<file path="config.mk">
export PLATFORM = sky130hd
export DESIGN_NAME = sft_timer
export DESIGN_NICKNAME = d
export VERILOG_FILES = /design/src/rtl/sft_pkg.sv /design/src/rtl/sft_target.sv /design/src/rtl/sft_datapath.sv /design/src/rtl/sft_ctrl.sv /design/src/rtl/sft_timer.sv
export SDC_FILE = /design/constraint.sdc
export NUM_CORES = 1
export LEC_CHECK = 0
export ABC_AREA = 1
export BUFFER_PORTS_ARGS = -buffer_cell sky130_fd_sc_hd__buf_2
export CORE_UTILIZATION = 58
export DETAILED_ROUTE_END_ITERATION = 6
export GPL_TIMING_DRIVEN = 0
export PLACE_DENSITY_LB_ADDON = 0.2
export SLEW_MARGIN = 20
export SYNTH_ARGS = -nofsm -noshare
export SYNTH_HDL_FRONTEND = slang
export SYNTH_SLANG_ARGS = --single-unit
</file>
<file path="constraint.sdc">
create_clock -name clk -period 1.57 [get_ports clk]
set_input_delay 0.0785 -clock clk [delete_from_list [all_inputs] [get_ports clk]]
set_output_delay 0.0785 -clock clk [all_outputs]
set_load 0.02 [all_outputs]
</file>
<file path="src/rtl/sft_pkg.sv">
package sft_pkg;

  // Strobes from the control FSM to the counting datapath
  typedef struct packed {
    logic load;     // capture target, clear count and prescaler
    logic restart;  // clear count and prescaler
    logic run;      // advance prescaler (and count on tick)
  } sftStrobe_t;

  typedef enum logic [1:0] {
    ST_IDLE  = 2'd0,
    ST_COUNT = 2'd1,
    ST_FREE  = 2'd2
  } sftState_t;

  function automatic int maxOf3(input int a, input int b, input int c);
    int m;
    m = (a > b) ? a : b;
    return (m > c) ? m : c;
  endfunction

endpackage

</file>
<file path="src/rtl/sft_target.sv">
// Converts the quiet-time code and context into a count of half bit periods.
module sft_target #(
  parameter int RETRY_BITS = 3,
  parameter int NEW_BITS   = 5,
  parameter int SAME_BITS  = 7,
  parameter int CNT_W      = 4
) (
  input  logic [2:0]       freeCode,
  input  logic             retryPending,
  input  logic             lastWasMine,
  output logic [CNT_W-1:0] halfTarget
);

  always_comb begin
    if (freeCode != 3'd0)
      halfTarget = CNT_W'(2 * int'(freeCode) - 1);
    else if (retryPending)
      halfTarget = CNT_W'(2 * RETRY_BITS);
    else if (lastWasMine)
      halfTarget = CNT_W'(2 * SAME_BITS);
    else
      halfTarget = CNT_W'(2 * NEW_BITS);
  end

endmodule

</file>
<file path="src/rtl/sft_datapath.sv">
// Half-period prescaler, half-period counter and captured target.
module sft_datapath
  import sft_pkg::*;
#(
  parameter int HALF_CYCLES = 4,
  parameter int CNT_W       = 4
) (
  input  logic             clk,
  input  logic             rstN,
  input  sftStrobe_t       strobe,
  input  logic [CNT_W-1:0] targetIn,
  output logic             expire
);

  localparam int PRE_W = (HALF_CYCLES > 1) ? $clog2(HALF_CYCLES) : 1;
  localparam logic [PRE_W-1:0] PRE_LAST = PRE_W'(HALF_CYCLES - 1);

  logic [PRE_W-1:0] preCnt;
  logic [CNT_W-1:0] halfCnt;
  logic [CNT_W-1:0] targetReg;
  logic             tick;

  assign tick   = strobe.run && (preCnt == PRE_LAST);
  assign expire = tick && ((halfCnt + CNT_W'(1)) == targetReg);

  always_ff @(posedge clk or negedge rstN) begin
    if (!rstN) begin
      preCnt    <= '0;
      halfCnt   <= '0;
      targetReg <= CNT_W'(1);
    end else if (strobe.load || strobe.restart) begin
      preCnt  <= '0;
      halfCnt <= '0;
      if (strobe.load) targetReg <= targetIn;
    end else if (strobe.run) begin
      if (tick) begin
        preCnt  <= '0;
        halfCnt <= halfCnt + CNT_W'(1);
      end else begin
        preCnt <= preCnt + PRE_W'(1);
      end
    end
  end

endmodule

</file>
<file path="src/rtl/sft_ctrl.sv">
// Control FSM: start-event selection, restart on bus activity, grant hold.
module sft_ctrl
  import sft_pkg::*;
(
  input  logic       clk,
  input  logic       rstN,
  input  logic       enable,
  input  logic       startOnEnd,
  input  logic       txStartReq,
  input  logic       txDone,
  input  logic       rxDone,
  input  logic       busIdle,
  input  logic       expire,
  output sftStrobe_t strobe,
  output logic       busFree
);

  sftState_t state, stateNext;
  logic      startEv;

  assign startEv = startOnEnd ? (txDone || rxDone) : txStartReq;

  always_comb begin
    stateNext = state;
    strobe    = '0;
    if (!enable) begin
      stateNext      = ST_IDLE;
      strobe.restart = 1'b1;
    end else if (startEv) begin
      stateNext   = ST_COUNT;
      strobe.load = 1'b1;
    end else begin
      unique case (state)
        ST_COUNT: begin
          if (!busIdle) begin
            strobe.restart = 1'b1;
          end else begin
            strobe.run = 1'b1;
            if (expire) stateNext = ST_FREE;
          end
        end
        ST_FREE:  if (!busIdle) stateNext = ST_IDLE;
        default:  stateNext = ST_IDLE;
      endcase
    end
  end

  always_ff @(posedge clk or negedge rstN) begin
    if (!rstN) state <= ST_IDLE;
    else       state <= stateNext;
  end

  assign busFree = (state == ST_FREE);

endmodule

</file>
<file path="src/rtl/sft_timer.sv">
module sft_timer
  import sft_pkg::*;
#(
  parameter int BIT_CYCLES = 800,
  parameter int RETRY_BITS = 3,
  parameter int NEW_BITS   = 5,
  parameter int SAME_BITS  = 7
) (
  input  logic       clk,
  input  logic       rstN,
  input  logic       enable,
  input  logic [2:0] freeCode,
  input  logic       startOnEnd,
  input  logic       txStartReq,
  input  logic       txDone,
  input  logic       rxDone,
  input  logic       busIdle,
  input  logic       retryPending,
  input  logic       lastWasMine,
  output logic       busFree
);

  localparam int HALF_CYCLES = BIT_CYCLES / 2;
  localparam int MAX_HALF    = maxOf3(13, 2 * maxOf3(RETRY_BITS, NEW_BITS, SAME_BITS), 1);
  localparam int CNT_W       = $clog2(MAX_HALF + 1);

  sftStrobe_t       strobe;
  logic [CNT_W-1:0] halfTarget;
  logic             expire;

  sft_target #(
    .RETRY_BITS(RETRY_BITS), .NEW_BITS(NEW_BITS),
    .SAME_BITS(SAME_BITS),   .CNT_W(CNT_W)
  ) u_target (
    .freeCode(freeCode), .retryPending(retryPending),
    .lastWasMine(lastWasMine), .halfTarget(halfTarget)
  );

  sft_datapath #(.HALF_CYCLES(HALF_CYCLES), .CNT_W(CNT_W)) u_dp (
    .clk(clk), .rstN(rstN), .strobe(strobe),
    .targetIn(halfTarget), .expire(expire)
  );

  sft_ctrl u_ctrl (
    .clk(clk), .rstN(rstN), .enable(enable), .startOnEnd(startOnEnd),
    .txStartReq(txStartReq), .txDone(txDone), .rxDone(rxDone),
    .busIdle(busIdle), .expire(expire), .strobe(strobe), .busFree(busFree)
  );

endmodule

</file>
==> results_dict.tcl <==
set metrics [dict create \
    status "finished, final reports clean" \
    skew_ps 8.49 \
    instances_no_fill 242 \
    min_period_over_period 0.920 \
    start_util 0.609 \
    worstSetupPathType "flop to flop" \
    p_leak_nw 0.728 \
    synth-warning-count 0 \
    start_kind "flop" \
    cp_data_arrival_time_ps 1640 \
    relSlewSlack 0.707 \
    grt_antenna_before_repair 0 \
    hp-class "primary input to flop" \
    synth_seq_cells 19 \
    portBuffers 13 \
    dp_hpwl_um 2230 \
    drc 0 \
    die_y_um 50.0 \
    setup_viol 0 \
    place_congestion 0.820 \
    hold_viol_final 0 \
    peakVddDrop_v 0.000485 \
    cp-end-kind "flop" \
    synth_top_area_frac 0.337 \
    r2r_cells 8 \
    grt_use_met3 0.0340 \
    track_usage 0.256 \
    syn_nets 211 \
    cts_root_buf "clkbuf_4" \
    syn_area_per_cell_um2 6.88 \
    area_delta_synth_final_pct 12.7 \
    hold_start "freeCode[0]" \
    final_design_area_no_fill_um2 1510 \
    yosysTopAreaCell "dfrtp_1" \
    fin_crit_ps 1440 \
    grt_pass1_wl_um 4840 \
    insertion_delay_ps 300 \
    mostFrequentLayoutCells "nand2_1, inv_1, nand3_1" \
    synth_cell_types 26 \
    cts.sinks 19 \
    layout.nets 232 \
    ant_nets 0 \
    cts_tree "done" \
    drt_iter0_markers 32 \
    gr-total-overflow 0 \
    vias 1284 \
    powerDensity_nw_per_um2 630 \
    viasPerCell 5.31 \
    grt_use_met1 0.257 \
    hold_depth 4 \
    placed_area_um2 1440 \
    pre_cts_slack_ps 54.3 \
    timing.rr.start "u_dp.preCnt[0]" \
    grt_max_degree 20 \
    hold_end "u_dp.targetReg[1]" \
    wl_um 2900 \
    path_max_fanout 6 \
    io_pins 14 \
    multi_input_area_um2 723 \
    htree_levels 1 \
    n_antenna_cell 0 \
    grt_pass1_vias 1235 \
    rows 17 \
    layout_commonest_cell "nand2_1" \
    busiest_layer "met2" \
    die-area_um2 2500 \
    required_ps 1760 \
    die_w_um 50.0 \
    clk_path_buf_depth 2 \
    syn_inst 194 \
    rrSetupSlack_ps 130 \
    tns_ps 0 \
    dp.cells 235 \
    tightest_slew_ps 440 \
    wl_per_cell_um 12.0 \
    fill_cells 192 \
    max-cap-violations 0 \
    yosysSeqAreaShare 0.357 \
    core_um2 2190 \
    dr.pass1.iters 6 \
    clk_pin_slew_ps 120 \
    netlist_area_um2 1340 \
    ys_top_cells_by_area "dfrtp_1, nand2_1, inv_1" \
    worstReg2RegEnd "u_dp.halfCnt[1]" \
    cts_inserted_buffers 3 \
    drive_gt1_frac 0.201 \
    globalRouteMet2Util 0.507 \
    finalMaxSlewViolations 0 \
    fin_ws_ps 126 \
    fmax_mhz 693 \
    regArea_um2 479 \
]
-- worst max path at each step --
stage / start / slack, ps / end
floorplan: u_dp.preCnt[0] / 240 / u_ctrl.state[0]
detailed placement: u_dp.preCnt[0] / 50 / u_dp.halfCnt[1]
CTS: u_dp.preCnt[0] / 40 / u_dp.halfCnt[1]
global placement: u_dp.preCnt[0] / 70 / u_ctrl.state[0]
finish: u_dp.preCnt[0] / 130 / u_dp.halfCnt[1]
global route: u_dp.preCnt[0] / -5 / u_ctrl.state[0]
-- timing repair --
item,in CTS,in global routing
setup buffers,0,2
endpoints found under the setup margin,0,9
resized for setup,0,4
hold buffers,1,0
endpoints found under the hold margin,18,0
-- flip-flops by register name (all words and copies together), names as in the netlist --
name,cells
u_dp.preCnt,9
u_dp.halfCnt,4
u_dp.targetReg,4
u_ctrl.state,2
-- critical path: stages (launching register included) --
cell and delay (ps):
dfrtp_1 430, ha_2 260, nand2_2 70, nor2_2 130, nand3_2 100, nor2_4 170, nor2_2 80, nand2_1 60
nand2_1 50
-- synthesized netlist by cell type --
master,count
nand2_1,47
inv_1,36
nand3_1,21
nor2_1,20
dfrtp_1,18
nand4_1,7
o21ai_1,7
nor2_2,6
o21ai_0,5
ha_1,4
nand2_2,3
nand3_2,3
a21oi_1,2
clkinv_1,2
xor2_1,2
a21oi_2,1
and3_1,1
buf_4,1
dfstp_2,1
nand2_4,1
nand4_2,1
nor2_4,1
nor3_1,1
o21bai_1,1
o22ai_2,1
or2_4,1
-- area by class of cell --
| class | instances | area share |
|---|---|---|
| clock inverter | 1 | 0.00333 |
| sequential | 19 | 0.318 |
| timing repair buffer | 16 | 0.0599 |
| buffer | 1 | 0.00499 |
| clock buffer | 3 | 0.0150 |
| tap | 28 | 0.0233 |
| multi-input combinational | 136 | 0.480 |
| inverter | 38 | 0.0948 |
-- cell families after synthesis --
kind of cell / share of synthesized area
buffers and inverters: 0.112
xor gates and xnor gates: 0.0131
AOI/OAI and AO/OA: 0.0740
and+or+nand+nor: 0.406
adders and majority gates: 0.0375
DFF: 0.357
-- routing by layer --
layer | part of all wire | vias up
met1 | 0.40 | 601
met4 | 0.0059 | 0
met3 | 0.026 | 2
met5 | 0 | -
met2 | 0.57 | 30
li1 | - | 651
-- where the power goes --
group | leakage (nW) | switching (mW) | internal [mW]
Clock | 0.0177 | 0.161 | 0.0947
Combinational | 0.460 | 0.106 | 0.0609
Sequential | 0.250 | 0.0134 | 0.513
Total | 0.728 | 0.280 | 0.668
-- metrics by stage --
step | hold WS [ps] | power [mW] | util
6_report | 74.5 | 0.948 | 0.687
5_1_grt | 126 | 0.991 | 0.687
4_1_cts | 76.6 | 0.949 | 0.672
3_5_place_dp | 44.5 | 0.696 | 0.655
3_3_place_gp | 34.6 | 0.687 | 0.655
2_1_floorplan | -217 | 0.640 | -
Note: power is estimated with default switching activity, not from simulation.
